[src/rtl/divrem_pkg.sv]
// Package for the quotient/remainder engine: shared width codes, FSM
// states and the width-code decoding helper.
package divrem_pkg;

    // Width select codes; the number of operand bits is 8 << code.
    typedef enum logic [1:0] {
        WSEL_8  = 2'd0,
        WSEL_16 = 2'd1,
        WSEL_32 = 2'd2,
        WSEL_64 = 2'd3
    } wsel_e;

    // Top-level sequencing states.
    typedef enum logic [1:0] {
        ST_IDLE = 2'd0,
        ST_LOOP = 2'd1,
        ST_SIGN = 2'd2
    } seq_state_e;

    // Number of operand bits that a width code selects.
    function automatic int unsigned lane_bits(input logic [1:0] code);
        return 32'd8 << code;
    endfunction

endpackage

[src/rtl/divrem_prep.sv]
// Operand preparation (combinational).
// Truncates both operands to the selected width, finds their signs in
// signed mode, and converts them to unsigned magnitudes. Also produces the
// lane mask and the zero-divisor flag.
// Assumes: DATA_W is 64, so the four lane widths 8..64 all fit.
module divrem_prep #(
    parameter int DATA_W = 64
) (
    input  logic [1:0]        wsel_i,
    input  logic              sgn_i,
    input  logic [DATA_W-1:0] num_i,
    input  logic [DATA_W-1:0] den_i,
    output logic [DATA_W-1:0] mask_o,
    output logic [DATA_W-1:0] num_trunc_o,
    output logic [DATA_W-1:0] num_mag_o,
    output logic [DATA_W-1:0] den_mag_o,
    output logic              num_neg_o,
    output logic              den_neg_o,
    output logic              den_zero_o
);
    localparam int N_LANES = 4;

    logic [DATA_W-1:0] mask_tab [N_LANES];
    logic [DATA_W-1:0] msb_tab  [N_LANES];

    // One mask / sign-bit pattern per supported lane width.
    for (genvar g = 0; g < N_LANES; g++) begin : g_lane
        localparam int LANE_W = 8 << g;
        assign mask_tab[g] = {DATA_W{1'b1}} >> (DATA_W - LANE_W);
        assign msb_tab[g]  = {{(DATA_W-1){1'b0}}, 1'b1} << (LANE_W - 1);
    end

    logic [DATA_W-1:0] msb;
    logic [DATA_W-1:0] den_trunc;

    // Select lane patterns and truncate operands.
    always_comb begin
        mask_o      = mask_tab[wsel_i];
        msb         = msb_tab[wsel_i];
        num_trunc_o = num_i & mask_o;
        den_trunc   = den_i & mask_o;
        den_zero_o  = (den_trunc == '0);
    end

    // Derive signs and magnitudes at the selected width.
    always_comb begin
        num_neg_o = sgn_i && ((num_trunc_o & msb) != '0);
        den_neg_o = sgn_i && ((den_trunc & msb) != '0);
        num_mag_o = num_neg_o ? ((-num_trunc_o) & mask_o) : num_trunc_o;
        den_mag_o = den_neg_o ? ((-den_trunc) & mask_o) : den_trunc;
    end

endmodule

[src/rtl/divrem_core.sv]
// Restoring shift-subtract engine, one quotient bit per step.
// At load, the dividend magnitude is left-aligned in the quotient shift
// register, so that after cnt_init_i steps the low cnt_init_i bits hold
// the quotient and the partial remainder holds the remainder.
// Assumes: cnt_init_i is between 1 and DATA_W, and step_i is only raised
// while steps remain.
module divrem_core #(
    parameter int DATA_W = 64,
    parameter int CNT_W  = $clog2(DATA_W) + 1
) (
    input  logic              clk,
    input  logic              rst_n,
    input  logic              load_i,
    input  logic              step_i,
    input  logic [DATA_W-1:0] num_mag_i,
    input  logic [DATA_W-1:0] den_mag_i,
    input  logic [CNT_W-1:0]  cnt_init_i,
    output logic [DATA_W-1:0] quo_mag_o,
    output logic [DATA_W-1:0] rem_mag_o,
    output logic              last_o
);
    logic [DATA_W:0]   prem_q;
    logic [DATA_W-1:0] qsh_q;
    logic [DATA_W-1:0] dvs_q;
    logic [CNT_W-1:0]  cnt_q;

    logic [DATA_W:0]   trial;
    logic [DATA_W:0]   trial_sub;
    logic              fits;

    // Shift in the next dividend bit and try subtracting the divisor.
    always_comb begin
        trial     = {prem_q[DATA_W-1:0], qsh_q[DATA_W-1]};
        fits      = trial >= {1'b0, dvs_q};
        trial_sub = trial - {1'b0, dvs_q};
    end

    // Load operands, or take one restoring step per cycle.
    always_ff @(posedge clk) begin
        if (!rst_n) begin
            prem_q <= '0;
            qsh_q  <= '0;
            dvs_q  <= '0;
            cnt_q  <= '0;
        end else if (load_i) begin
            prem_q <= '0;
            qsh_q  <= num_mag_i << (CNT_W'(DATA_W) - cnt_init_i);
            dvs_q  <= den_mag_i;
            cnt_q  <= cnt_init_i;
        end else if (step_i) begin
            prem_q <= fits ? trial_sub : trial;
            qsh_q  <= {qsh_q[DATA_W-2:0], fits};
            cnt_q  <= cnt_q - 1'b1;
        end
    end

    assign quo_mag_o = qsh_q;
    assign rem_mag_o = prem_q[DATA_W-1:0];
    assign last_o    = (cnt_q == CNT_W'(1));

endmodule

[src/rtl/divrem_fix.sv]
// Result formatting (combinational).
// Applies the signs to the unsigned magnitudes: the quotient is negated
// when the operand signs differ, and the remainder follows the dividend
// sign. Results are masked to the lane. A zero divisor overrides both
// results: all-ones quotient, truncated dividend as remainder.
// Assumes: the sign flags are already zero in unsigned mode.
module divrem_fix #(
    parameter int DATA_W = 64
) (
    input  logic [DATA_W-1:0] quo_mag_i,
    input  logic [DATA_W-1:0] rem_mag_i,
    input  logic [DATA_W-1:0] mask_i,
    input  logic [DATA_W-1:0] num_trunc_i,
    input  logic              num_neg_i,
    input  logic              den_neg_i,
    input  logic              den_zero_i,
    output logic [DATA_W-1:0] quo_o,
    output logic [DATA_W-1:0] rem_o
);
    logic [DATA_W-1:0] quo_signed;
    logic [DATA_W-1:0] rem_signed;

    // Restore signs in two's complement and clip to the lane.
    always_comb begin
        quo_signed = (num_neg_i ^ den_neg_i) ? -quo_mag_i : quo_mag_i;
        rem_signed = num_neg_i ? -rem_mag_i : rem_mag_i;
        quo_signed = quo_signed & mask_i;
        rem_signed = rem_signed & mask_i;
    end

    // Apply the defined zero-divisor results.
    always_comb begin
        if (den_zero_i) begin
            quo_o = '1;
            rem_o = num_trunc_i;
        end else begin
            quo_o = quo_signed;
            rem_o = rem_signed;
        end
    end

endmodule

[src/rtl/divrem_unit.sv]
// Top level of the sequential quotient/remainder engine.
// Accepts a request when idle, then runs W restoring steps followed by a
// single sign fix-up cycle. It pulses done_o and holds the results until
// the next completion. Requests that arrive while busy are dropped.
// Assumes: DATA_W is 64, and the caller holds operands only for the
// accepting cycle.
module divrem_unit #(
    parameter int DATA_W = 64
) (
    input  logic              clk,
    input  logic              rst_n,
    input  logic              go_i,
    input  logic [1:0]        wsel_i,
    input  logic              sgn_i,
    input  logic [DATA_W-1:0] num_i,
    input  logic [DATA_W-1:0] den_i,
    output logic              busy_o,
    output logic              done_o,
    output logic [DATA_W-1:0] quo_o,
    output logic [DATA_W-1:0] rem_o
);
    import divrem_pkg::*;

    localparam int CNT_W = $clog2(DATA_W) + 1;

    seq_state_e state_q;
    logic       accept;
    logic       done_q;

    logic [DATA_W-1:0] p_mask, p_trunc, p_nmag, p_dmag;
    logic              p_nneg, p_dneg, p_dzero;

    logic [DATA_W-1:0] mask_q, trunc_q;
    logic              nneg_q, dneg_q, dzero_q;

    logic [DATA_W-1:0] c_quo, c_rem;
    logic              c_last;
    logic [DATA_W-1:0] f_quo, f_rem;
    logic [DATA_W-1:0] quo_q, rem_q;

    assign accept = go_i && (state_q == ST_IDLE);

    divrem_prep #(.DATA_W(DATA_W)) u_prep (
        .wsel_i      (wsel_i),
        .sgn_i       (sgn_i),
        .num_i       (num_i),
        .den_i       (den_i),
        .mask_o      (p_mask),
        .num_trunc_o (p_trunc),
        .num_mag_o   (p_nmag),
        .den_mag_o   (p_dmag),
        .num_neg_o   (p_nneg),
        .den_neg_o   (p_dneg),
        .den_zero_o  (p_dzero)
    );

    divrem_core #(.DATA_W(DATA_W), .CNT_W(CNT_W)) u_core (
        .clk        (clk),
        .rst_n      (rst_n),
        .load_i     (accept),
        .step_i     (state_q == ST_LOOP),
        .num_mag_i  (p_nmag),
        .den_mag_i  (p_dmag),
        .cnt_init_i (CNT_W'(lane_bits(wsel_i))),
        .quo_mag_o  (c_quo),
        .rem_mag_o  (c_rem),
        .last_o     (c_last)
    );

    divrem_fix #(.DATA_W(DATA_W)) u_fix (
        .quo_mag_i   (c_quo),
        .rem_mag_i   (c_rem),
        .mask_i      (mask_q),
        .num_trunc_i (trunc_q),
        .num_neg_i   (nneg_q),
        .den_neg_i   (dneg_q),
        .den_zero_i  (dzero_q),
        .quo_o       (f_quo),
        .rem_o       (f_rem)
    );

    // Sequence idle -> loop (W steps) -> sign fix-up -> idle.
    always_ff @(posedge clk) begin
        if (!rst_n) begin
            state_q <= ST_IDLE;
        end else begin
            case (state_q)
                ST_IDLE: if (accept) state_q <= ST_LOOP;
                ST_LOOP: if (c_last) state_q <= ST_SIGN;
                ST_SIGN: state_q <= ST_IDLE;
                default: state_q <= ST_IDLE;
            endcase
        end
    end

    // Capture the per-request flags that the fix-up stage needs.
    always_ff @(posedge clk) begin
        if (!rst_n) begin
            mask_q  <= '0;
            trunc_q <= '0;
            nneg_q  <= 1'b0;
            dneg_q  <= 1'b0;
            dzero_q <= 1'b0;
        end else if (accept) begin
            mask_q  <= p_mask;
            trunc_q <= p_trunc;
            nneg_q  <= p_nneg;
            dneg_q  <= p_dneg;
            dzero_q <= p_dzero;
        end
    end

    // Register results and the one-cycle completion pulse.
    always_ff @(posedge clk) begin
        if (!rst_n) begin
            done_q <= 1'b0;
            quo_q  <= '0;
            rem_q  <= '0;
        end else begin
            done_q <= (state_q == ST_SIGN);
            if (state_q == ST_SIGN) begin
                quo_q <= f_quo;
                rem_q <= f_rem;
            end
        end
    end

    assign busy_o = (state_q != ST_IDLE);
    assign done_o = done_q;
    assign quo_o  = quo_q;
    assign rem_o  = rem_q;

endmodule

[config.mk]
export PLATFORM = sky130hd
export DESIGN_NAME = divrem_unit
export DESIGN_NICKNAME = d
export VERILOG_FILES = /design/src/rtl/divrem_pkg.sv /design/src/rtl/divrem_prep.sv /design/src/rtl/divrem_core.sv /design/src/rtl/divrem_fix.sv /design/src/rtl/divrem_unit.sv
export SDC_FILE = /design/constraint.sdc
export NUM_CORES = 1
export LEC_CHECK = 0
export BUFFER_PORTS_ARGS = -buffer_cell sky130_fd_sc_hd__buf_4
export CORE_MARGIN = 1.5
export CORE_UTILIZATION = 50
export CTS_BUF_LIST = sky130_fd_sc_hd__clkbuf_8
export DETAILED_ROUTE_END_ITERATION = 12
export HOLD_SLACK_MARGIN = 0.08
export PLACE_DENSITY = 0.77
export SYNTH_ARGS = -nofsm -noshare
export SYNTH_HDL_FRONTEND = slang
export SYNTH_SLANG_ARGS = --single-unit
[constraint.sdc]
create_clock -name clk -period 3.95 [get_ports clk]
set_clock_uncertainty 0.05 [all_clocks]
set_input_delay 0.395 -clock clk [delete_from_list [all_inputs] [get_ports clk]]
set_output_delay 0.395 -clock clk [all_outputs]
set_load 0.03 [all_outputs]
# Word level (Yosys, flattened, before mapping)

Index checks and enable logic that the tools add are counted.

Register bits: 461
Bits of input ports: 134
Output and inout port bits: 130
Logic and storage cells: 71

$add $sub $neg: 7
Magnitude comparators: 2
Eq/ne operators: 5
Shift-type cells: 2
Multiplexer cells: 20
Bitwise gates (word level): 11
Reductions and logical operators: 11

Operators by type and width:

| operator              | number |
|---|---|
| $mux W64              | 13 |
| $and A64 B64 Y64      | 8 |
| $bmux W64 S2          | 2 |
| $neg A64 Y64          | 4 |
| $reduce_bool A64 Y1   | 2 |
| $ge A65 B64 Y1        | 1 |
| $logic_not A64 Y1     | 1 |
| $shl A64 B7 Y64       | 1 |
| $sub A64 B64 Y64      | 1 |
| $mux W7               | 2 |
| $eq A7 B1 Y1 const B  | 1 |
| $shl A4 B2 Y7 const A | 1 |
| $sub A7 B1 Y7 const B | 1 |
| $sub A7 B7 Y7 const A | 1 |
| $mux W2               | 2 |
| $ne A2 B2 Y1 const B  | 2 |
| $pmux W2 S2           | 1 |
| $reduce_bool A2 Y1    | 2 |
| $ge A3 B3 Y1 const B  | 1 |
| $logic_and A1 B1 Y1   | 3 |
| $not A2 Y3            | 1 |
| $eq A2 B1 Y1 const B  | 1 |
| $eq A2 B2 Y1 const B  | 1 |
| $logic_not A2 Y1      | 1 |
| 4 further kinds       | 4 |

# Logic depth before layout (Yosys ltp)

Gate-level depths: netlist of run 1.

Depth in word-level cells: 11
Gate-level depth with buffers: 13
Mapped depth without buffers: 13

# Hierarchy

A second synthesis of run 1 with hierarchy kept.

Cells, all modules: 4863
Area, all modules: 35158.7 sq um

By module, submodules not included:

| module      | instances | cells each | area each (sq um) | seq. area each (sq um) |
|---|---|---|---|---|
| divrem_core | 1         | 2104       | 16025.4           | 3983.8 |
| divrem_unit | 1         | 1156       | 9575.4            | 5245.0 |
| divrem_prep | 1         | 846        | 5067.4            | 0.0 |
| divrem_fix  | 1         | 757        | 4490.6            | 0.0 |

# Worst setup path after synthesis of run 1

No wires, ideal clock.

Kind: register -> register
Start: reg u_core.prem_q[23]
End: reg u_core.prem_q[30]
Library setup time: 0.070 ns
Data arrival time: 3.159 ns
Required time: 3.830 ns
Path slack: 0.670 ns
Cell stages (with the launch flop): 11
Path buffers: 2
Clock period less this slack: 3.280 ns
Cells stage by stage: dfxtp_1 ha_1 clkbuf_1 a2111oi_0 a21boi_0 o32ai_1 a2111oi_2 nor2_2 buf_4 a211o_1 a21oi_1

Word-level cells in the longest chain between the ends: 2
Elaborated cells between the ends (all ways): 3
Those cells by class: add/sub: 1; order compare: 1; mux: 1

RTL lines:

| what                                               | RTL line                             | RTL |
|---|---|---|
| start, declared                                    | divrem_core.sv:22                    | `logic [DATA_W:0] prem_q;` |
| start signal, assigned                             | divrem_core.sv:51                    | `prem_q <= fits ? trial_sub : trial;` |
| $sub A64 B64 Y64 or $ge A65 B64 Y1 (tied branches) | divrem_core.sv:35, divrem_core.sv:34 |  |
| $mux W64 *                                         | divrem_core.sv:51                    |  |

Every way passes the cells marked *; elsewhere a longest branch is shown, timed or not.
A chain may end at the register's enable or synchronous reset.

# Final worst setup path of run 1

Start: reg u_core.prem_q[2]
End: reg rem_q[56] (netlist: rem_o[56])

Word-level cells in the longest chain between the ends: 4

RTL lines:

| what                 | RTL line           | RTL |
|---|---|---|
| $neg A64 Y64         | divrem_fix.sv:26   | `rem_signed = num_neg_i ? -rem_mag_i : rem_mag_i;` |
| $mux W64             | divrem_fix.sv:26   |  |
| $and A64 B64 Y64     | divrem_fix.sv:28   | `rem_signed = rem_signed & mask_i;` |
| $mux W64             | divrem_fix.sv:33   | `if (den_zero_i) begin` |
| end signal, assigned | divrem_unit.sv:123 | `rem_q <= f_rem;` |
| end, declared        | divrem_unit.sv:39  | `logic [DATA_W-1:0] quo_q, rem_q;` |

No other way between the ends.

==> results of run 1 <==
==> flip-flops by register name, summed over array words and instances, names as in the netlist <==
register / count
quo_o: 64
trunc_q: 64
done_o: 1
state_q: 2
u_core.prem_q: 64
u_core.dvs_q: 64
rem_o: 64
dzero_q: 1
nneg_q: 1
dneg_q: 1
u_core.quo_mag_o: 64
u_core.cnt_q: 7
mask_q: 4
==> stage by stage <==
step	util [%]	cells	area, um^2	worst slack (ns)
2_1_floorplan	-	3508	26460	0.6702
3_3_place_gp	55.68	4302	29200	0.2304
3_5_place_dp	55.68	4302	29200	0.09453
4_1_cts	61.09	4567	32040	0.06201
5_1_grt	61.16	4574	32080	0.08088
6_report	61.18	4578	32090	0.2368
==> cells by family (layout without fill, tap and decap cells) <==
family | Yosys count | after routing | share of synthesized area [%]
AO/OA/AOI/OAI | 1180 | 1180 | 28.54
XOR/XNOR | 292 | 292 | 9.667
adder cells (fa/ha/maj) | 71 | 71 | 3.386
buffers and inverters | 387 | 759 | 5.562
flip-flops | 401 | 401 | 30.34
multiplexers | 43 | 43 | 1.722
other | 0 | 10 | 0
AND/OR/NAND/NOR | 1134 | 1134 | 20.78
==> power breakdown <==
part	switching, uW	internal, uW	total (uW)
Clock	1880	2140	4010
Sequential	334	4280	4620
Combinational	4500	2930	7430
==> layout make-up <==
type                            count  area share, %
Multi-Input combinational cell   2720          53.08
Sequential cell                   401          25.03
Timing Repair Buffer              513          13.22
Clock buffer                       87          3.732
Tap cell                          688          2.683
Inverter                          120          1.404
Clock inverter                     39         0.7721
Antenna cell                       10        0.07799
==> placed cells by master (no fill, tap or decap), types with 41 or more instances in the layout <==
cell           instances
buf_4                370
or3_1                 41
a221oi_1              66
o31ai_1               54
nor4_1                42
clkbuf_8              87
nor2_1               310
nor3_1                78
inv_1                139
o22ai_1               73
xor2_1               112
nand2_1              318
a21oi_1              337
nor3b_1               51
mux2i_1               41
o21ai_0              273
ha_1                  70
dlygate4sd3_1        139
a21boi_0              64
nand3_1              105
xnor2_1              179
dfxtp_1              399
==> layer usage <==
metal	track usage (%)	part of all wire (%)
met1	44.73	40
met2	53.81	44
met3	6.422	9.0
met4	21.51	6.5
met5	0	0
==> worst max path at each step <==
stage	start	to	slack, ns	depth (start not counted)
floorplan	u_core.prem_q[23]	u_core.prem_q[30]	0.67	10
global placement	u_core.prem_q[3]	u_core.prem_q[63]	0.23	10
detailed placement	u_core.prem_q[3]	u_core.prem_q[63]	0.09	10
CTS	u_core.prem_q[3]	u_core.prem_q[63]	0.06	10
global route	u_core.prem_q[2]	rem_o[56]	0.08	11
finish	u_core.prem_q[2]	rem_o[56]	0.24	11
==> worst max-delay path, delay by kind of cell, from the launching register on <==
kind,cells,cell delay [ns]
XOR/XNOR,1,0.17
buffers and inverters,2,0.37
AND/OR/NAND/NOR,5,1.51
flip-flops,1,0.31
AO/OA/AOI/OAI,3,1.19
==> what timing repair did <==
action | in CTS | in global routing
setup endpoints to repair | 0 | 25
hold buffers | 139 | 0
buffers inserted | 0 | 1
gates resized for setup | 0 | 4
endpoints found under the hold margin | 140 | 0
==> metrics, run 1 <==
Initial Util 50.44%; Crit. End Element register; worst-path fanout max 10; layout cells sized above 1 about 14%; Max clock buf depth 3; Nets around 4000; RSZ-0062 raised after global routing false; Final GP Congestion slightly above 1; crit-path max cell delay roughly 0.60 ns; maximum vdd drop 0.5890 mV; Synth Warn # 0; register area between 0.008 and 0.009 mm^2; clk sink count roughly 400; period utilization a little over nine tenths; Post-synth top flop dfxtp_1; Yosys top cell area share between 30% and 40%; Slew @ Worst Pin 1.143 ns; setup TNS 0 ns; synthesized cell area 0.02646 mm^2; Reg2Reg Capture Point rem_o[56]; IO Count between 200 and 300; CTS tree built; start of the worst register-to-register path u_core.prem_q[2]; final hold vios 0; vias in the first global route around 26000; PwrDens ~500 mW/mm^2; synth top area cells dfxtp_1 30%, a21oi_1 6.4%, xnor2_1 6.0%; Async S/R FF share, synth 0%; min Tclk post-route between 3 and 4 ns; core area 0.05245 mm^2; f_max approximately 270 MHz; R2R depth 11; cells after synthesis approximately 3500; clock root cell clkbuf_8; synthesized area per cell approximately 7.5 um^2; Die Area between 0.05 and 0.06 mm^2; drt first pass iters 6; row count 84; area added between synthesis and finish 21.29%; htree depth 3; DRT Wirelength approximately 98000 um; vias per inst 6.234; Critical Path Source Type register; DR WL/cell 21.38 um; Tot GR Track Use a little over a third; worst min path class in -> reg; Hold EP trunc_q[17]; total gr overflow 0; Final Max Tran Viols 0; Post-synth top cells 401 x dfxtp_1, 337 x a21oi_1, 320 x nand2_1; Iteration-0 DRC Markers 3342; Synth Register Bits roughly 400; die width ~230 um; antenna violations before repair 7; setup violators final 0; DIE HEIGHT 233.0 um; Worst EP required about 4.5 ns; hold_sp wsel_i[1]; via count between 20000 and 30000; LEAKAGE roughly 0.013 uW; Mapped Nets 3713; status complete, no violations; CP max stage cell or4_1; WHS between 0.1 and 0.15 ns; hpwl dp 70700 um; number of flops mapped to enable cells by yosys 0; most frequent cell after synthesis dfxtp_1; remaining antenna violation count 0; pin count of the biggest net entering global routing 145; Hold Path Depth 3; Synth area leader dfxtp_1; Critical Path AT approximately 4.2 ns; CP cell instances buf_4 -> or4_1 -> nor4_1 -> nand3_1 -> buf_4 -> o31ai_1 -> a21boi_1 -> nand2_1 -> xor2_1 -> a221oi_1 -> nor2_1; Clock transition at path regs approximately 0.060 ns; worst reg-to-reg setup slack between 0.2 and 0.25 ns; max-cap viol count 0; PnR Total Power about 16000 uW; most frequent CP cell buf_4; PortBufs about 260; fill cell count about 4800; area of the multi-input gates between 0.015 and 0.02 mm^2; synth unique cells 91; first-pass GRT wire length approximately 150000 um; relative slew slack about a quarter; Crit Path Category reg -> reg; DRC violations left 0; worst skew pair latency between 0.6 and 0.7 ns; Seq/Total Area, Yosys 30.34%; CTS buffer count 72
Note: power is estimated with default switching activity, not from simulation.
==> run 2, diff against run 1 <==
--- a/config.mk
+++ b/config.mk
@@ -5,13 +5,13 @@
 export SDC_FILE = /design/constraint.sdc
 export NUM_CORES = 1
 export LEC_CHECK = 0
-export BUFFER_PORTS_ARGS = -buffer_cell sky130_fd_sc_hd__buf_4
 export CORE_MARGIN = 1.5
 export CORE_UTILIZATION = 50
 export CTS_BUF_LIST = sky130_fd_sc_hd__clkbuf_8
 export DETAILED_ROUTE_END_ITERATION = 12
+export DONT_BUFFER_PORTS = 1
 export HOLD_SLACK_MARGIN = 0.08
-export PLACE_DENSITY = 0.77
+export PLACE_DENSITY = 0.73
 export SYNTH_ARGS = -nofsm -noshare
 export SYNTH_HDL_FRONTEND = slang
 export SYNTH_SLANG_ARGS = --single-unit
==> run 2 against run 1 <==
Net effect: via count fell by 1.6%; cell count fell by 5.4%; sequential power barely moved; largest power group unchanged; first-iteration DRC count fell by 1.5%; critical path depth fell by 1; die area did not move; sequential share of layout area rose by 1.5 points; design area fell by 5.7%; clock-buffer cell count rose by 4; worst hold slack got worse by 0.018 ns.
==> metrics, run 2 (synthesized netlist as in run 1, its figures left out) <==
drt first pass iters 9 (+3); Critical Path Source Type register; htree depth 3 (unchanged); core area 0.05245 mm^2 (unchanged); Initial Util 50.44% (unchanged); DIE HEIGHT 233.0 um (unchanged); Nets 3786 (-6.1%); via count 28078 (-1.6%); IO Count 264 (unchanged); LEAKAGE 0.01217 uW (-9.6%); DRT Wirelength 102800 um (+5.0%); maximum vdd drop 0.4717 mV (-20%); period utilization 94.61% (+0.61 points); min Tclk post-route 3.737 ns (+0.02396 ns); DRC violations left 0 (unchanged); antenna violations before repair 1 (-6); PortBufs 0 (-100%); Final Max Tran Viols 0 (unchanged); Crit Path Category reg -> reg; WL met2 45000 um (+3.9%); die width 233.0 um (unchanged); CTS buffer count 73 (+1.4%); most common cell after layout, fill and taps aside dfxtp_1; Iteration-0 DRC Markers 3291 (-1.5%); PwrDens 537.2 mW/mm^2 (+7.3%); DR WL met3 10780 um (+23%); row count 84 (unchanged); M1 wire length 39860 um (+1.0%); Clock transition at path regs 0.06 ns (about the same); pin count of the biggest net entering global routing 248 (+71%); CTS tree built; Die Area 0.05430 mm^2 (unchanged); Max clock buf depth 3 (unchanged); post-route cell area 0.03027 mm^2 (-5.7%); Tot GR Track Use 36.76% (+2.0 points); hpwl dp 70350 um (-0.50%); most frequent cells in the layout 399 x dfxtp_1, 337 x a21oi_1, 318 x nand2_1; RSZ-0062 raised after global routing false; clk sink count 401 (unchanged); clock root cell clkbuf_8; layout cells sized above 1 8.056% (-5.8 points); relative slew slack 26.13% (+2.3 points); Critical Path AT 4.22 ns (about the same); worst min path class in -> reg; final hold vios 0 (unchanged); Worst EP required 4.44 ns (-0.02 ns); setup violators final 0 (unchanged); first-pass GRT wire length 154100 um (+3.9%); max-cap viol count 0 (unchanged); status complete, no violations; worst skew pair latency 0.70 ns (about the same); PnR Total Power 16260 uW (+1.2%); area added between synthesis and finish 14.40%; Cell Area, Placed 0.02728 mm^2 (-6.6%); total gr overflow 0 (unchanged); Crit. End Element register; remaining antenna violation count 0 (unchanged); worst-path fanout max 8 (-2); f_max 267.6 MHz (-0.64%); Final GP Congestion 1.031 (+0.86%); setup TNS 0 ns (unchanged); vias per inst 6.485 (+4.0%); top routing layer used met4; vias in the first global route 26050 (-0.25%); Slew @ Worst Pin 1.108 ns (-0.03441 ns); DR WL/cell 23.74 um (+11%)
run 2: cell types whose count changed in the layout (fill, tap and decap cells not counted), sizes merged, moves of 2 or more:
cell,delta
buf,-247
clkinvlp,+3
diode,-5
inv,-2
clkbuf,+4
run 2: worst max-delay path, cell delays in order (launching register included):
cell and delay, ns:
dfxtp_1 0.32, buf_4 0.16, or4_1 0.58, nor4_1 0.49
nand3_1 0.38, or3b_1 0.56, nand2b_1 0.28, o31ai_1 0.30
xnor2_1 0.10, a221oi_1 0.26, nor2_1 0.08
run 2: per-layer routing:
| layer | GRT usage, % | vias to the layer above |
|---|---|---|
| met5 | 0 | - |
| met4 | 23.59 | 0 |
| met2 | 57.27 | 1652 |
| met1 | 45.63 | 13062 |
| li1 | - | 12946 |
| met3 | 8.297 | 418 |
run 2: worst paths after layout:
kind / startpoint / cells past startpoint / endpoint / slack [ns]
worst max-delay path: u_core.prem_q[2] / 10 / rem_o[59] / 0.21
worst min-delay path: den_i[20] / 4 / u_core.dvs_q[23] / 0.11
worst max register to register: u_core.prem_q[2] / 10 / rem_o[59] / 0.21
worst min register to register: trunc_q[52] / 2 / trunc_q[52] / 0.42
run 2: report_power, final:
| part | total, uW | leakage [uW] | switching (uW) | internal [uW] |
|---|---|---|---|---|
| registers | 4610 | 0.00326 | 329 | 4280 |
| logic | 7560 | 0.00808 | 4550 | 3010 |
| clock network | 4090 | 0.000828 | 1940 | 2150 |
run 2: repair_timing:
action	CTS	global route
pin swaps	1	0
hold buffers	141	0
setup buffers	4	0
gates resized for setup	0	1
setup endpoints to repair	1	3
hold endpoints to repair	324	0
run 2: metrics by stage:
stage	std cells	hold slack (ns)	setup slack [ns]	util [%]
after floorplan	3508	0.3751	0.6702	-
after global placement	4049	0.3988	0.1486	52.02
after detailed placement	4049	0.4056	-0.01630	52.02
after CTS	4325	0.08044	0.1730	57.67
after global routing	4326	0.08868	0.005840	57.69
final	4330	0.1139	0.2129	57.71
run 2: area by class of cell:
| cell class | instances | area, um^2 |
|---|---|---|
| fillers | 4934 | 22180 |
| diodes | 5 | 12.51 |
| repair buffers | 265 | 2417 |
| multi-input cells | 2720 | 17020 |
| clock inverters | 40 | 222.7 |
| well taps | 688 | 860.8 |
| clock buffers | 91 | 1252 |
| flip-flops and latches | 401 | 8033 |
| inverters | 120 | 450.4 |
